===== src/rtl/lbc_pkg.sv =====
package lbc_pkg;
  typedef enum logic [1:0] {
    ST_IDLE = 2'd0,
    ST_FILL = 2'd1,
    ST_EXEC = 2'd2
  } lbc_state_e;
endpackage


===== src/rtl/lbc_seq.sv =====
module lbc_seq
  import lbc_pkg::*;
#(
  parameter int AW        = 16,
  parameter int TBL_DEPTH = 16,
  localparam int TBL_AW   = $clog2(TBL_DEPTH)
) (
  input  logic              clk,
  input  logic              rst,
  input  logic              lbon_valid,
  input  logic [AW-1:0]     lbon_start,
  input  logic [AW-1:0]     lbon_ofs,
  input  logic              fetch_en,
  input  logic [AW-1:0]     fetch_pc,
  input  logic              ovf_any,
  output lbc_state_e        state,
  output logic              l1_rd,
  output logic [AW-1:0]     l1_addr,
  output logic              fill_wr,
  output logic [TBL_AW-1:0] wr_rel,
  output logic              fill_clr,
  output logic              exec_hit,
  output logic [TBL_AW-1:0] exec_rel
);
  logic [AW-1:0]     start_q;
  logic [TBL_AW-1:0] ofs_q, rd_ptr_q, wr_rel_q;
  logic              issuing_q, wr_vld_q;
  logic [AW-1:0]     rel_fetch;
  logic              in_range, accept;

  assign accept    = lbon_valid && (lbon_ofs < AW'(TBL_DEPTH)) && (state != ST_FILL);
  assign rel_fetch = fetch_pc - start_q;
  assign in_range  = rel_fetch <= AW'(ofs_q);
  assign exec_hit  = (state == ST_EXEC) && fetch_en && in_range && !accept;
  assign exec_rel  = rel_fetch[TBL_AW-1:0];
  assign l1_rd     = (state == ST_FILL) && issuing_q;
  assign l1_addr   = start_q + AW'(rd_ptr_q);
  assign fill_wr   = wr_vld_q && (state == ST_FILL);
  assign wr_rel    = wr_rel_q;
  assign fill_clr  = accept;

  always_ff @(posedge clk) begin
    if (rst) begin
      state     <= ST_IDLE;
      start_q   <= '0;
      ofs_q     <= '0;
      rd_ptr_q  <= '0;
      wr_rel_q  <= '0;
      issuing_q <= 1'b0;
      wr_vld_q  <= 1'b0;
    end else begin
      wr_vld_q <= l1_rd;
      wr_rel_q <= rd_ptr_q;
      case (state)
        ST_FILL: begin
          if (l1_rd) begin
            rd_ptr_q <= rd_ptr_q + 1'b1;
            if (rd_ptr_q == ofs_q) issuing_q <= 1'b0;
          end
          if (wr_vld_q) begin
            if (ovf_any) begin
              state     <= ST_IDLE;
              issuing_q <= 1'b0;
            end else if (wr_rel_q == ofs_q) begin
              state <= ST_EXEC;
            end
          end
        end
        default: begin
          if (accept) begin
            state     <= ST_FILL;
            start_q   <= lbon_start;
            ofs_q     <= lbon_ofs[TBL_AW-1:0];
            rd_ptr_q  <= '0;
            issuing_q <= 1'b1;
          end else if (state == ST_EXEC && fetch_en && !in_range) begin
            state <= ST_IDLE;
          end
        end
      endcase
    end
  end

  p_fill_addr_step_r3: assert property (@(posedge clk) disable iff (rst)
    (l1_rd && $past(l1_rd)) |-> (l1_addr == $past(l1_addr) + AW'(1)));

  p_oversize_ignored_r2: assert property (@(posedge clk) disable iff (rst)
    (lbon_valid && lbon_ofs >= AW'(TBL_DEPTH) && state == ST_IDLE) |=> (state == ST_IDLE));

  p_exit_to_idle_r7: assert property (@(posedge clk) disable iff (rst)
    (state == ST_EXEC && fetch_en && !in_range && !accept) |=> (state == ST_IDLE));
endmodule


===== src/rtl/lbc_usage_table.sv =====
module lbc_usage_table #(
  parameter int TBL_DEPTH = 16,
  parameter int ENT_W     = 16,
  localparam int TBL_AW   = $clog2(TBL_DEPTH)
) (
  input  logic              clk,
  input  logic              we,
  input  logic [TBL_AW-1:0] waddr,
  input  logic [ENT_W-1:0]  wdata,
  input  logic [TBL_AW-1:0] raddr,
  output logic [ENT_W-1:0]  rdata
);
  logic [ENT_W-1:0] mem [TBL_DEPTH];

  always_ff @(posedge clk) begin
    if (we) mem[waddr] <= wdata;
  end

  assign rdata = mem[raddr];
endmodule


===== src/rtl/lbc_partition.sv =====
module lbc_partition #(
  parameter int OP_W       = 8,
  parameter int PART_DEPTH = 8,
  localparam int IDX_W     = $clog2(PART_DEPTH),
  localparam int CNT_W     = $clog2(PART_DEPTH + 1)
) (
  input  logic             clk,
  input  logic             rst,
  input  logic             clr,
  input  logic             wr_en,
  input  logic [OP_W-1:0]  op_in,
  input  logic             rd_en,
  input  logic [IDX_W-1:0] rd_idx,
  output logic             use_out,
  output logic [IDX_W-1:0] idx_out,
  output logic             ovf,
  output logic [OP_W-1:0]  rd_q
);
  logic [OP_W-1:0]  mem [PART_DEPTH];
  logic [CNT_W-1:0] cnt_q;
  logic             full, store;

  assign use_out = op_in != '0;
  assign full    = cnt_q == CNT_W'(PART_DEPTH);
  assign store   = wr_en && use_out && !full;
  assign ovf     = wr_en && use_out && full;
  assign idx_out = cnt_q[IDX_W-1:0];

  always_ff @(posedge clk) begin
    if (rst || clr)  cnt_q <= '0;
    else if (store)  cnt_q <= cnt_q + 1'b1;
  end

  always_ff @(posedge clk) begin
    if (store) mem[cnt_q[IDX_W-1:0]] <= op_in;
  end

  always_ff @(posedge clk) begin
    if (rd_en) rd_q <= mem[rd_idx];
  end

  p_cnt_bound_r8: assert property (@(posedge clk) disable iff (rst)
    cnt_q <= CNT_W'(PART_DEPTH));

  p_no_read_in_fill_r6: assert property (@(posedge clk) disable iff (rst)
    rd_en |-> !wr_en);
endmodule


===== src/rtl/lbuf_ctrl.sv =====
module lbuf_ctrl
  import lbc_pkg::*;
#(
  parameter int N_CL       = 4,
  parameter int OP_W       = 8,
  parameter int AW         = 16,
  parameter int TBL_DEPTH  = 16,
  parameter int PART_DEPTH = 8
) (
  input  logic                 clk,
  input  logic                 rst,
  input  logic                 lbon_valid,
  input  logic [AW-1:0]        lbon_start,
  input  logic [AW-1:0]        lbon_ofs,
  input  logic                 fetch_en,
  input  logic [AW-1:0]        fetch_pc,
  output logic                 l1_rd,
  output logic [AW-1:0]        l1_addr,
  input  logic [N_CL*OP_W-1:0] l1_rdata,
  output logic                 fill_busy,
  output logic                 dp_valid,
  output logic [N_CL*OP_W-1:0] dp_ops,
  output logic [N_CL-1:0]      part_act
);
  localparam int TBL_AW = $clog2(TBL_DEPTH);
  localparam int IDX_W  = $clog2(PART_DEPTH);
  localparam int SLOT_W = IDX_W + 1;
  localparam int ENT_W  = N_CL * SLOT_W;

  lbc_state_e        state;
  logic              fill_wr, fill_clr, exec_hit, ovf_any;
  logic [TBL_AW-1:0] wr_rel, exec_rel;
  logic [ENT_W-1:0]  ent_wr, ent_rd;
  logic [N_CL-1:0]   ovf, rd_en;
  logic              dp_valid_q;
  logic [N_CL-1:0]   act_q;

  assign ovf_any = |ovf;

  lbc_seq #(.AW(AW), .TBL_DEPTH(TBL_DEPTH)) u_seq (
    .clk(clk), .rst(rst), .lbon_valid(lbon_valid), .lbon_start(lbon_start),
    .lbon_ofs(lbon_ofs), .fetch_en(fetch_en), .fetch_pc(fetch_pc),
    .ovf_any(ovf_any), .state(state), .l1_rd(l1_rd), .l1_addr(l1_addr),
    .fill_wr(fill_wr), .wr_rel(wr_rel), .fill_clr(fill_clr),
    .exec_hit(exec_hit), .exec_rel(exec_rel)
  );

  lbc_usage_table #(.TBL_DEPTH(TBL_DEPTH), .ENT_W(ENT_W)) u_tbl (
    .clk(clk), .we(fill_wr), .waddr(wr_rel), .wdata(ent_wr),
    .raddr(exec_rel), .rdata(ent_rd)
  );

  for (genvar c = 0; c < N_CL; c++) begin : g_cl
    logic             use_w;
    logic [IDX_W-1:0] idx_w;
    logic [OP_W-1:0]  q;

    assign rd_en[c] = exec_hit && ent_rd[c*SLOT_W + IDX_W];

    lbc_partition #(.OP_W(OP_W), .PART_DEPTH(PART_DEPTH)) u_part (
      .clk(clk), .rst(rst), .clr(fill_clr), .wr_en(fill_wr),
      .op_in(l1_rdata[c*OP_W +: OP_W]), .rd_en(rd_en[c]),
      .rd_idx(ent_rd[c*SLOT_W +: IDX_W]), .use_out(use_w), .idx_out(idx_w),
      .ovf(ovf[c]), .rd_q(q)
    );

    assign ent_wr[c*SLOT_W +: SLOT_W] = {use_w, idx_w};
    assign dp_ops[c*OP_W +: OP_W]     = act_q[c] ? q : '0;
  end

  always_ff @(posedge clk) begin
    if (rst) begin
      dp_valid_q <= 1'b0;
      act_q      <= '0;
    end else begin
      dp_valid_q <= exec_hit;
      act_q      <= rd_en;
    end
  end

  assign dp_valid  = dp_valid_q;
  assign part_act  = act_q;
  assign fill_busy = state == ST_FILL;

  p_fill_quiet_r1: assert property (@(posedge clk) disable iff (rst)
    fill_busy |-> !dp_valid);

  p_serve_after_fetch_r5: assert property (@(posedge clk) disable iff (rst)
    dp_valid |-> $past(fetch_en));

  p_act_with_valid_r6: assert property (@(posedge clk) disable iff (rst)
    (part_act != '0) |-> dp_valid);
endmodule


===== config.mk =====
export PLATFORM = sky130hd
export DESIGN_NAME = lbuf_ctrl
export DESIGN_NICKNAME = d
export VERILOG_FILES = /design/src/rtl/lbc_pkg.sv /design/src/rtl/lbc_seq.sv /design/src/rtl/lbc_usage_table.sv /design/src/rtl/lbc_partition.sv /design/src/rtl/lbuf_ctrl.sv
export SDC_FILE = /design/constraint.sdc
export NUM_CORES = 1
export LEC_CHECK = 0
export BUFFER_PORTS_ARGS = -buffer_cell sky130_fd_sc_hd__buf_2
export CAP_MARGIN = 25
export CELL_PAD_IN_SITES_DETAIL_PLACEMENT = 1
export CELL_PAD_IN_SITES_GLOBAL_PLACEMENT = 2
export CORE_MARGIN = 5
export CORE_UTILIZATION = 47
export DETAILED_ROUTE_END_ITERATION = 8
export GPL_ROUTABILITY_DRIVEN = 0
export PLACE_DENSITY = 0.78
export RECOVER_POWER = 100
export SKIP_CTS_REPAIR_TIMING = 1
export SLEW_MARGIN = 25
export SYNTH_ARGS = -nofsm -noshare
export SYNTH_HDL_FRONTEND = slang
export SYNTH_SLANG_ARGS = --single-unit

===== constraint.sdc =====
create_clock -name clk -period 7.5 [get_ports clk]
set_clock_uncertainty 0.05 [all_clocks]
set_input_delay 1.125 -clock clk [delete_from_list [all_inputs] [get_ports clk]]
set_output_delay 1.125 -clock clk [all_outputs]
set_load 0.02 [all_outputs]

==> flow_summary.yaml, run 1 <==
global_route:
  grt_pass1_vias: 13647
  antenna_found_initial: 0
  grt_overflow_total: 0
  track_usage_pct: 19.5
  use_met2_pct: 32.7
  use_met3_pct: 2.67
  busiest_layer: "met2"
  grt_pass1_wl_mm: 84.5
  met1_usage_pct: 27.4
  grt_max_degree: 39
critical_path:
  critPathKind: "in -> reg"
  cp_data_required_time_ps: 7680
  reg2reg_slack_ps: 1760
  arrival_ps: 6030
  crit_path_end_kind: "register"
  critical_path_peak_fanout: 17
  cp-start-kind: "primary input"
  r2r-start: "u_seq.start_q[1]"
  r2r_cells: 14
  regToRegEndpoint: "g_cl[3].u_part.rd_q[5]"
synth:
  yosys.cell_types.count: 54
  syn_area_um2: 24500
  yosys_warnings: 0
  ys_seq_area_share_pct: 71.0
  synth-seq-cells: 597
  syn_area_per_cell_um2: 18.4
  synth_flop_cell: "edfxtp_1"
  synth_edf_count: 544
  syn_nets: 1450
  syn_inst: 1332
  async_reset_ff_share_pct: 0
timing:
  worst_slew_margin_rel_pct: -51.2
  fin_setup_tns_ps: 0
  rsz0062_at_grt: "false"
  period_minus_slack_ps: 5840
  clock.fmax_mhz: 171
  final.period_utilization_pct: 77.9
  worst_slack_ps: 1660
  whs_ps: 408
  slew_viol_final: 184
  tightest_slew_ps: 2270
  hold_violations: 0
  setup_viol: 0
die:
  rows: 83
  fp.dieH_um: 238
  start_util_pct: 47.6
  design.portCount: 139
  die-area_um2: 56800
  chipWidth_um: 238
  coreArea_um2: 51500
route:
  drt-pass1-iter-count: 5
  detail-route-antenna-nets: 0
  viasPerCell: 5.65
  drt_iter0_markers: 829
  routedWlPerCell_um: 24.9
  vias: 12587
  routed_wl_mm: 55.3
  drc: 0
final_layout:
  layout_commonest_cell: "edfxtp_1"
  fin_util_pct: 53.5
  layout_common_cells: "544 x edfxtp_1, 116 x mux4_2, 100 x clkbuf_1"
  ff_latch_area_um2: 17400
  drive_gt1_share_pct: 19.1
  nets: 1617
  multi_input_area_um2: 6570
  antenna_cells: 0
  areaGrowthSynthToFinish_pct: 12.5
  fill_cells: 4748
hold_path:
  hold_end: "u_seq.start_q[11]"
  hold_path_class: "reg -> reg"
  min_from: "u_seq.start_q[11]"
  holdPathStages: 2
clock_tree:
  numCtsBuffers: 59
  tritoncts: "done"
  cts_htree_levels: 2
  clkLatencyLatePin_ps: 620
  max-clock-path-buffers: 3
  root_buffer: "clkbuf_16"
  cts_num_sinks: 597
  clk_pin_slew_ps: 60
power:
  power_mw: 6.81
  power.density_nw_per_um2: 247
  vdd_ir_drop_max_mv: 0.170
  p_leak_nw: 9.00
place:
  dp_hpwl_mm: 35.4
  place_ws_ps: 1710
  io_buffers: 138
job:
  maxCapViolCount: 12
run_status:
  status: "complete, but fails checks"
  violations: "max-capacitance violations, max-slew violations"
## stage by stage
stage | cells | instance area, um^2
5_1_grt | 2226 | 27600
3_5_place_dp | 2118 | 26000
4_1_cts | 2226 | 27900
3_3_place_gp | 2117 | 26000
6_report | 2226 | 27600
2_1_floorplan | 1332 | 24500
## sequential cells by signal (all words and copies together), names as in the netlist
| name | count |
|---|---|
| u_seq.issuing_q | 1 |
| u_seq.ofs_q | 4 |
| g_cl.u_part.mem | 256 |
| part_act | 4 |
| g_cl.u_part.rd_q | 32 |
| g_cl.u_part.cnt_q | 16 |
| u_seq.wr_vld_q | 1 |
| u_seq.wr_rel | 4 |
| u_seq.start_q | 16 |
| u_tbl.mem | 256 |
| dp_valid | 1 |
| u_seq.state | 2 |
| u_seq.rd_ptr_q | 4 |
## final cells by class
| cell class | instances | area share (%) |
|---|---|---|
| timing repair buffer | 159 | 2.53 |
| multi-input combinational | 642 | 23.9 |
| clock buffer | 82 | 6.04 |
| tap | 680 | 3.09 |
| clock inverter | 26 | 0.826 |
| inverter | 40 | 0.545 |
| sequential | 597 | 63.1 |
## worst max-delay path, stage by stage
cell	delay [ps]
buf_2	110
ha_1	270
nor2b_1	140
o21a_1	170
nor2_1	160
xnor2_2	120
clkbuf_1	960
ha_1	420
o21a_1	110
o21ai_0	150
nand4_1	110
nor4b_1	380
nand4_1	820
nor2b_1	960
## synth_stat cells (all sizes together), types with 3 or more instances
| cell | count | area, um^2 |
|---|---|---|
| edfxtp | 544 | 16300 |
| mux2i | 7 | 70.1 |
| nor2b | 13 | 81.3 |
| or3 | 3 | 18.8 |
| o2111ai | 4 | 35.0 |
| a21o | 7 | 52.6 |
| xnor2 | 28 | 253 |
| dfxtp | 53 | 1060 |
| inv | 39 | 146 |
| mux4 | 144 | 3350 |
| nor2 | 81 | 304 |
| nor4 | 13 | 81.3 |
| a21oi | 45 | 225 |
| xor2 | 14 | 123 |
| a211oi | 3 | 22.5 |
| nand4 | 7 | 43.8 |
| nand2b | 7 | 43.8 |
| buf | 26 | 244 |
| nand3 | 14 | 70.1 |
| o21a | 5 | 37.5 |
| ha | 32 | 400 |
| nand2 | 91 | 342 |
| mux2 | 33 | 462 |
| nor3b | 3 | 22.5 |
| and4 | 3 | 26.3 |
| and3 | 5 | 31.3 |
| o21ai | 8 | 40.0 |
| and2 | 33 | 206 |
| clkbuf | 27 | 103 |
| nor3 | 21 | 105 |
## layer usage
layer	routed length (um)	part of all wire [%]
met5	0	0
met4	1170	2.1
met3	2210	4.0
met2	27800	50
met1	24200	44
## worst max path at each step
stage	endpoint	depth (start not counted)	start
floorplan	g_cl[0].u_part.rd_q[0]	17	fetch_pc[0]
global placement	g_cl[3].u_part.rd_q[5]	14	fetch_pc[1]
detailed placement	g_cl[3].u_part.rd_q[5]	14	fetch_pc[1]
CTS	g_cl[3].u_part.rd_q[5]	14	fetch_pc[1]
global route	g_cl[3].u_part.rd_q[5]	14	fetch_pc[1]
finish	g_cl[3].u_part.rd_q[5]	14	fetch_pc[1]
## report_power, final
group	internal [mW]	switching, mW	leakage (nW)
clock network	1.65	1.22	0.937
logic	0.161	0.177	2.65
registers	3.61	0.0000155	5.41
total	5.42	1.39	9.00
## logic make-up (layout without fill, tap and decap cells)
logic type      after synthesis  count (layout)  share of synthesized area [%]
flops                       597             597                           71.0
simple gates                298             298                           5.75
mux                         184             184                           15.8
buf+inv                      93             307                           2.03
compound gates               84              84                           2.08
xor+xnor                     42              42                           1.53
fa+ha+maj                    34              34                           1.80
Power figures use the tool's default switching activity.
==> inputs of run 2 (changes only) <==
- CORE_UTILIZATION: 47 -> 42
- PLACE_DENSITY: 0.78 -> 0.73
- clock period: 7.5 -> 5 ns (I/O delays scaled with it)
==> run 2 against run 1 <==
The flow still finishes with violations (max-capacitance violations, max-slew violations). Hold slack worse by 54 ps. Largest cell class unchanged. Non-clock buffer count is 12 higher. Highest routed layer unchanged. Sequential power is 50% higher. Wire length up 0.18%. Utilization decreased by 5.3 points. Register-to-register slack got worse by 1100 ps. Critical path depth shrank 7. Sequential share of layout area is 0.69 points lower.
==> flow_summary.yaml, run 2 (synthesis gave the netlist of run 1 again) <==
route:
  drt-pass1-iter-count: 4
  detail-route-antenna-nets: 0
  routed_wl_mm: 55.4
  drt_iter0_markers: 875
  routedWlPerCell_um: 23.8
  vias: 12554
  drc: 0
  viasPerCell: 5.38
timing:
  worst_slew_margin_rel_pct: -57.4
  tightest_slew_ps: 2360
  period_minus_slack_ps: 4300
  rsz0062_at_grt: "false"
  whs_ps: 354
  fin_setup_tns_ps: 0
  hold_violations: 0
  slew_viol_final: 157
  final.period_utilization_pct: 86.0
  setup_viol: 0
  clock.fmax_mhz: 233
power:
  p_comb_share_pct: 5.0
  p_clk_share_pct: 43.0
  vdd_ir_drop_max_mv: 0.318
  switchingPower_mw: 2.17
  p_seq_share_pct: 52.0
  power.internal_mw: 8.23
  swShare_pct: 20.9
  power.density_nw_per_um2: 373
  p_leak_nw: 9.16
critical_path:
  cp_data_required_time_ps: 5290
  crit_path_end_kind: "register"
  reg2reg_slack_ps: 700
  setup.worst_path.start: "u_seq.start_q[0]"
  r2r-start: "u_seq.start_q[0]"
  cp-endpoint: "g_cl[2].u_part.rd_q[0]"
  critPathKind: "reg -> reg"
  r2r_cells: 7
  critical_path_peak_fanout: 27
  arrival_ps: 4590
  regToRegEndpoint: "g_cl[2].u_part.rd_q[0]"
  cp-start-kind: "register"
clock_tree:
  max-clock-path-buffers: 3
  clk_pin_slew_ps: 60
  root_buffer: "clkbuf_16"
  tritoncts: "done"
  cts_num_sinks: 597
  clkLatencyLatePin_ps: 590
  numCtsBuffers: 67
  cts_htree_levels: 3
final_layout:
  fin_util_pct: 48.2
  nets: 1637
  layout_commonest_cell: "edfxtp_1"
  areaGrowthSynthToFinish_pct: 13.7
  reg_top3: "g_cl.u_part.mem (256), u_tbl.mem (256), g_cl.u_part.rd_q (32)"
  layout_common_cells: "544 x edfxtp_1, 116 x mux4_2, 115 x clkbuf_1"
  drive_gt1_share_pct: 19.3
  fill_cells: 5475
  antenna_cells: 0
  ff_latch_area_um2: 17400
  multi_input_area_um2: 6600
die:
  rows: 88
  start_util_pct: 42.4
  fp.dieH_um: 252
  design.portCount: 139
  die-area_um2: 63300
  chipWidth_um: 252
  coreArea_um2: 57800
place:
  dp_hpwl_mm: 34.8
  io_buffers: 138
run_status:
  status: "complete, but fails checks"
  violations: "max-capacitance violations, max-slew violations"
global_route:
  track_usage_pct: 17.5
  grt_pass1_wl_mm: 85.0
  grt_max_degree: 65
  grt_pass1_vias: 13535
  antenna_found_initial: 1
  grt_overflow_total: 0
job:
  maxCapViolCount: 11
hold_path:
  hold_path_class: "in -> reg"
run 2: changes by cell type in the layout (fill, tap and decap cells not counted), moves of 3 or more:
cell        before  now
clkinv_2        11    3
inv_6            2    5
clkbuf_1       100  115
clkbuf_8         8    2
clkinvlp_4       0    3
clkinv_1         7   15
mux2_1          24   15
clkbuf_16       60   67
mux2_4           1   10
run 2: worst min path at each step:
stage | cells after the start | slack, ps | end | from
3_5_place_dp | 2 | 400 | u_seq.start_q[10] | u_seq.start_q[10]
2_1_floorplan | 2 | 390 | u_seq.start_q[10] | u_seq.start_q[10]
6_report | 3 | 350 | u_seq.start_q[14] | lbon_start[14]
4_1_cts | 3 | 320 | u_seq.start_q[14] | lbon_start[14]
5_1_grt | 3 | 330 | u_seq.start_q[14] | lbon_start[14]
3_3_place_gp | 2 | 400 | u_seq.start_q[14] | u_seq.start_q[14]
run 2: power groups by stage:
stage	Clock [mW]	Sequential [mW]	Combinational [mW]
final	4.48	5.41	0.516
after global routing	4.83	5.41	0.559
after CTS	4.61	5.41	0.554
after detailed placement	0	5.52	0.552
after global placement	0	5.52	0.546
after floorplan	0	5.52	0.417
run 2: routing by layer:
metal	GRT usage, %	up-vias	routed length, um
met4	4.09	0	965
met1	23.8	6582	24000
met5	0	-	0
met3	3.17	82	2360
li1	-	5654	-
met2	29.8	236	28100
run 2: metrics by stage:
stage	instance area [um^2]	total power, mW	setup WS [ps]	cells
finish	27900	10.4	700	2333
detailed placement	26200	6.07	597	2213
global route	27900	10.8	494	2333
CTS	28200	10.6	1130	2331
floorplan	24500	5.94	69.0	1332
global placement	26200	6.06	607	2212
run 2: layout make-up:
cell class                      count  share of cell area (%)
Sequential cell                   597                    62.4
Multi-Input combinational cell    642                    23.7
Clock buffer                       89                    6.38
Tap cell                          765                    3.43
Timing Repair Buffer              171                    2.80
Clock inverter                     29                   0.723
Inverter                           40                   0.539
run 2: worst max-delay path, cell delays in order, from the launching register on:
cell and delay, ps:
dfxtp_1 340, ha_1 820, buf_12 330, clkbuf_2 500, mux4_2 570, mux4_2 730, mux4_2 360, mux2_1 300
==> inputs of run 3 (changes only) <==
- clock period: 5 -> 3.9 ns (I/O delays scaled with it)
==> run 3 against run 2 <==
The flow still finishes with violations (max-capacitance violations, max-slew violations). Total power rose by 30%. Non-clock buffer count is 55 higher. Count of clock-buffer cells in the layout fell by 5. Sequential power rose by 28%. Maximum frequency rose by 18%. Clock power grew 30%. Final cell count is 2.3% higher. Combinational power grew 37%. Critical path type unchanged. Largest power group unchanged. Highest routed layer unchanged.
==> flow_summary.yaml, run 3 (synthesis gave the netlist of run 1 again) <==
run_status:
  status: "complete, but fails checks"
  violations: "max-capacitance violations, max-slew violations"
power:
  p_comb_share_pct: 5.2
  switchingPower_mw: 2.75
  power.density_nw_per_um2: 474
  power_mw: 13.5
  power.internal_mw: 10.7
  p_seq_share_pct: 51.5
  vdd_ir_drop_max_mv: 0.301
  p_clk_share_pct: 43.3
  p_leak_nw: 9.40
  swShare_pct: 20.4
die:
  die-area_um2: 63300
  coreArea_um2: 57800
  design.portCount: 139
  chipWidth_um: 252
  fp.dieH_um: 252
  rows: 88
  start_util_pct: 42.4
global_route:
  grt_overflow_total: 0
  grt_pass1_vias: 13946
  grt_pass1_wl_mm: 85.3
  antenna_found_initial: 0
  grt_max_degree: 26
  track_usage_pct: 17.6
final_layout:
  layout_commonest_cell: "edfxtp_1"
  reg_top3: "g_cl.u_part.mem (256), u_tbl.mem (256), g_cl.u_part.rd_q (32)"
  final_cells: 2387
  drive_gt1_share_pct: 20.7
  nets: 1691
  fill_cells: 5470
  layout_common_cells: "544 x edfxtp_1, 135 x clkbuf_1, 116 x mux4_2"
  areaGrowthSynthToFinish_pct: 16.1
  design_area_um2: 28500
  fin_util_pct: 49.2
clock_tree:
  clk_pin_slew_ps: 60
  tritoncts: "done"
  clkLatencyLatePin_ps: 580
  cts_htree_levels: 3
  root_buffer: "clkbuf_16"
  max-clock-path-buffers: 3
  numCtsBuffers: 66
  cts_num_sinks: 597
critical_path:
  r2r_cells: 10
  regToRegEndpoint: "g_cl[3].u_part.rd_q[0]"
  arrival_ps: 3910
  cp-endpoint: "g_cl[3].u_part.rd_q[0]"
  r2r-start: "u_seq.start_q[0]"
  cp-start-kind: "register"
  cp_data_required_time_ps: 4170
  reg2reg_slack_ps: 260
  crit_path_end_kind: "register"
  critical_path_peak_fanout: 19
  critPathKind: "reg -> reg"
  setup.worst_path.start: "u_seq.start_q[0]"
route:
  detail-route-antenna-nets: 0
  routedWlPerCell_um: 23.2
  vias: 12634
  viasPerCell: 5.29
  drc: 0
  routed_wl_mm: 55.3
  drt-pass1-iter-count: 4
  drt_iter0_markers: 813
place:
  dp_hpwl_mm: 34.9
  post_dp_cell_area_um2: 26800
  place_ws_ps: -141
  dp.cells: 2270
  io_buffers: 138
timing:
  slew_viol_final: 50
  clock.fmax_mhz: 275
  fin_setup_tns_ps: 0
  worst_slew_margin_rel_pct: -2.87
  tightest_slew_ps: 1540
  setup_viol: 0
  hold_violations: 0
  final.period_utilization_pct: 93.3
  period_minus_slack_ps: 3640
  worst_slack_ps: 260
  rsz0062_at_grt: "false"
  whs_ps: 191
job:
  maxCapViolCount: 3
hold_path:
  hold_path_class: "in -> reg"
-- run 3: cell count changes in the layout (fill, tap and decap cells not counted), moves of 8 or more --
cell	change
clkbuf_1	+20
buf_12	+16
buf_4	+10
clkbuf_2	+8
mux2_4	-8
-- run 3: power groups by stage --
stage / Sequential, mW / Combinational [mW] / Clock [mW]
finish: 6.94 / 0.705 / 5.84
global route: 6.93 / 0.764 / 6.30
CTS: 6.94 / 0.770 / 6.00
detailed placement: 7.07 / 0.766 / 0
global placement: 7.07 / 0.750 / 0
floorplan: 7.08 / 0.545 / 0
-- run 3: cell type report --
class	instances	area, um^2	area share [%]
sequential	597	17400	61.1
antenna	1	2.50	0.00880
tap	765	957	3.36
inverter	40	165	0.580
timing repair buffer	226	1290	4.53
clock inverter	32	245	0.862
clock buffer	84	1780	6.26
multi-input combinational	642	6610	23.2
-- run 3: critical path, stage by stage (launching register included) --
cell	delay, ps
dfxtp_1	360
ha_4	190
fa_2	600
buf_4	150
buf_12	170
buf_4	200
mux4_2	320
mux4_2	520
buf_12	180
mux4_2	290
mux2_1	320
-- run 3: per-layer routing --
layer / routed length, um / vias to the layer above / track usage [%]
li1: - / 5770 / -
met1: 23900 / 6539 / 23.8
met2: 28300 / 248 / 30.3
met3: 2100 / 77 / 2.64
met4: 998 / 0 / 4.63
met5: 0 / - / 0
-- run 3: how the worst min path moves through the flow --
stage                     cells past startpoint              start  slack, ps                 to
after detailed placement                      2  u_seq.start_q[11]        400  u_seq.start_q[11]
final                                         3        lbon_ofs[1]        190     u_seq.ofs_q[1]
after floorplan                               2  u_seq.start_q[10]        390  u_seq.start_q[10]
after global routing                          3      lbon_start[1]        190   u_seq.start_q[1]
after CTS                                     3        lbon_ofs[1]        160     u_seq.ofs_q[1]
after global placement                        2  u_seq.start_q[10]        390  u_seq.start_q[10]
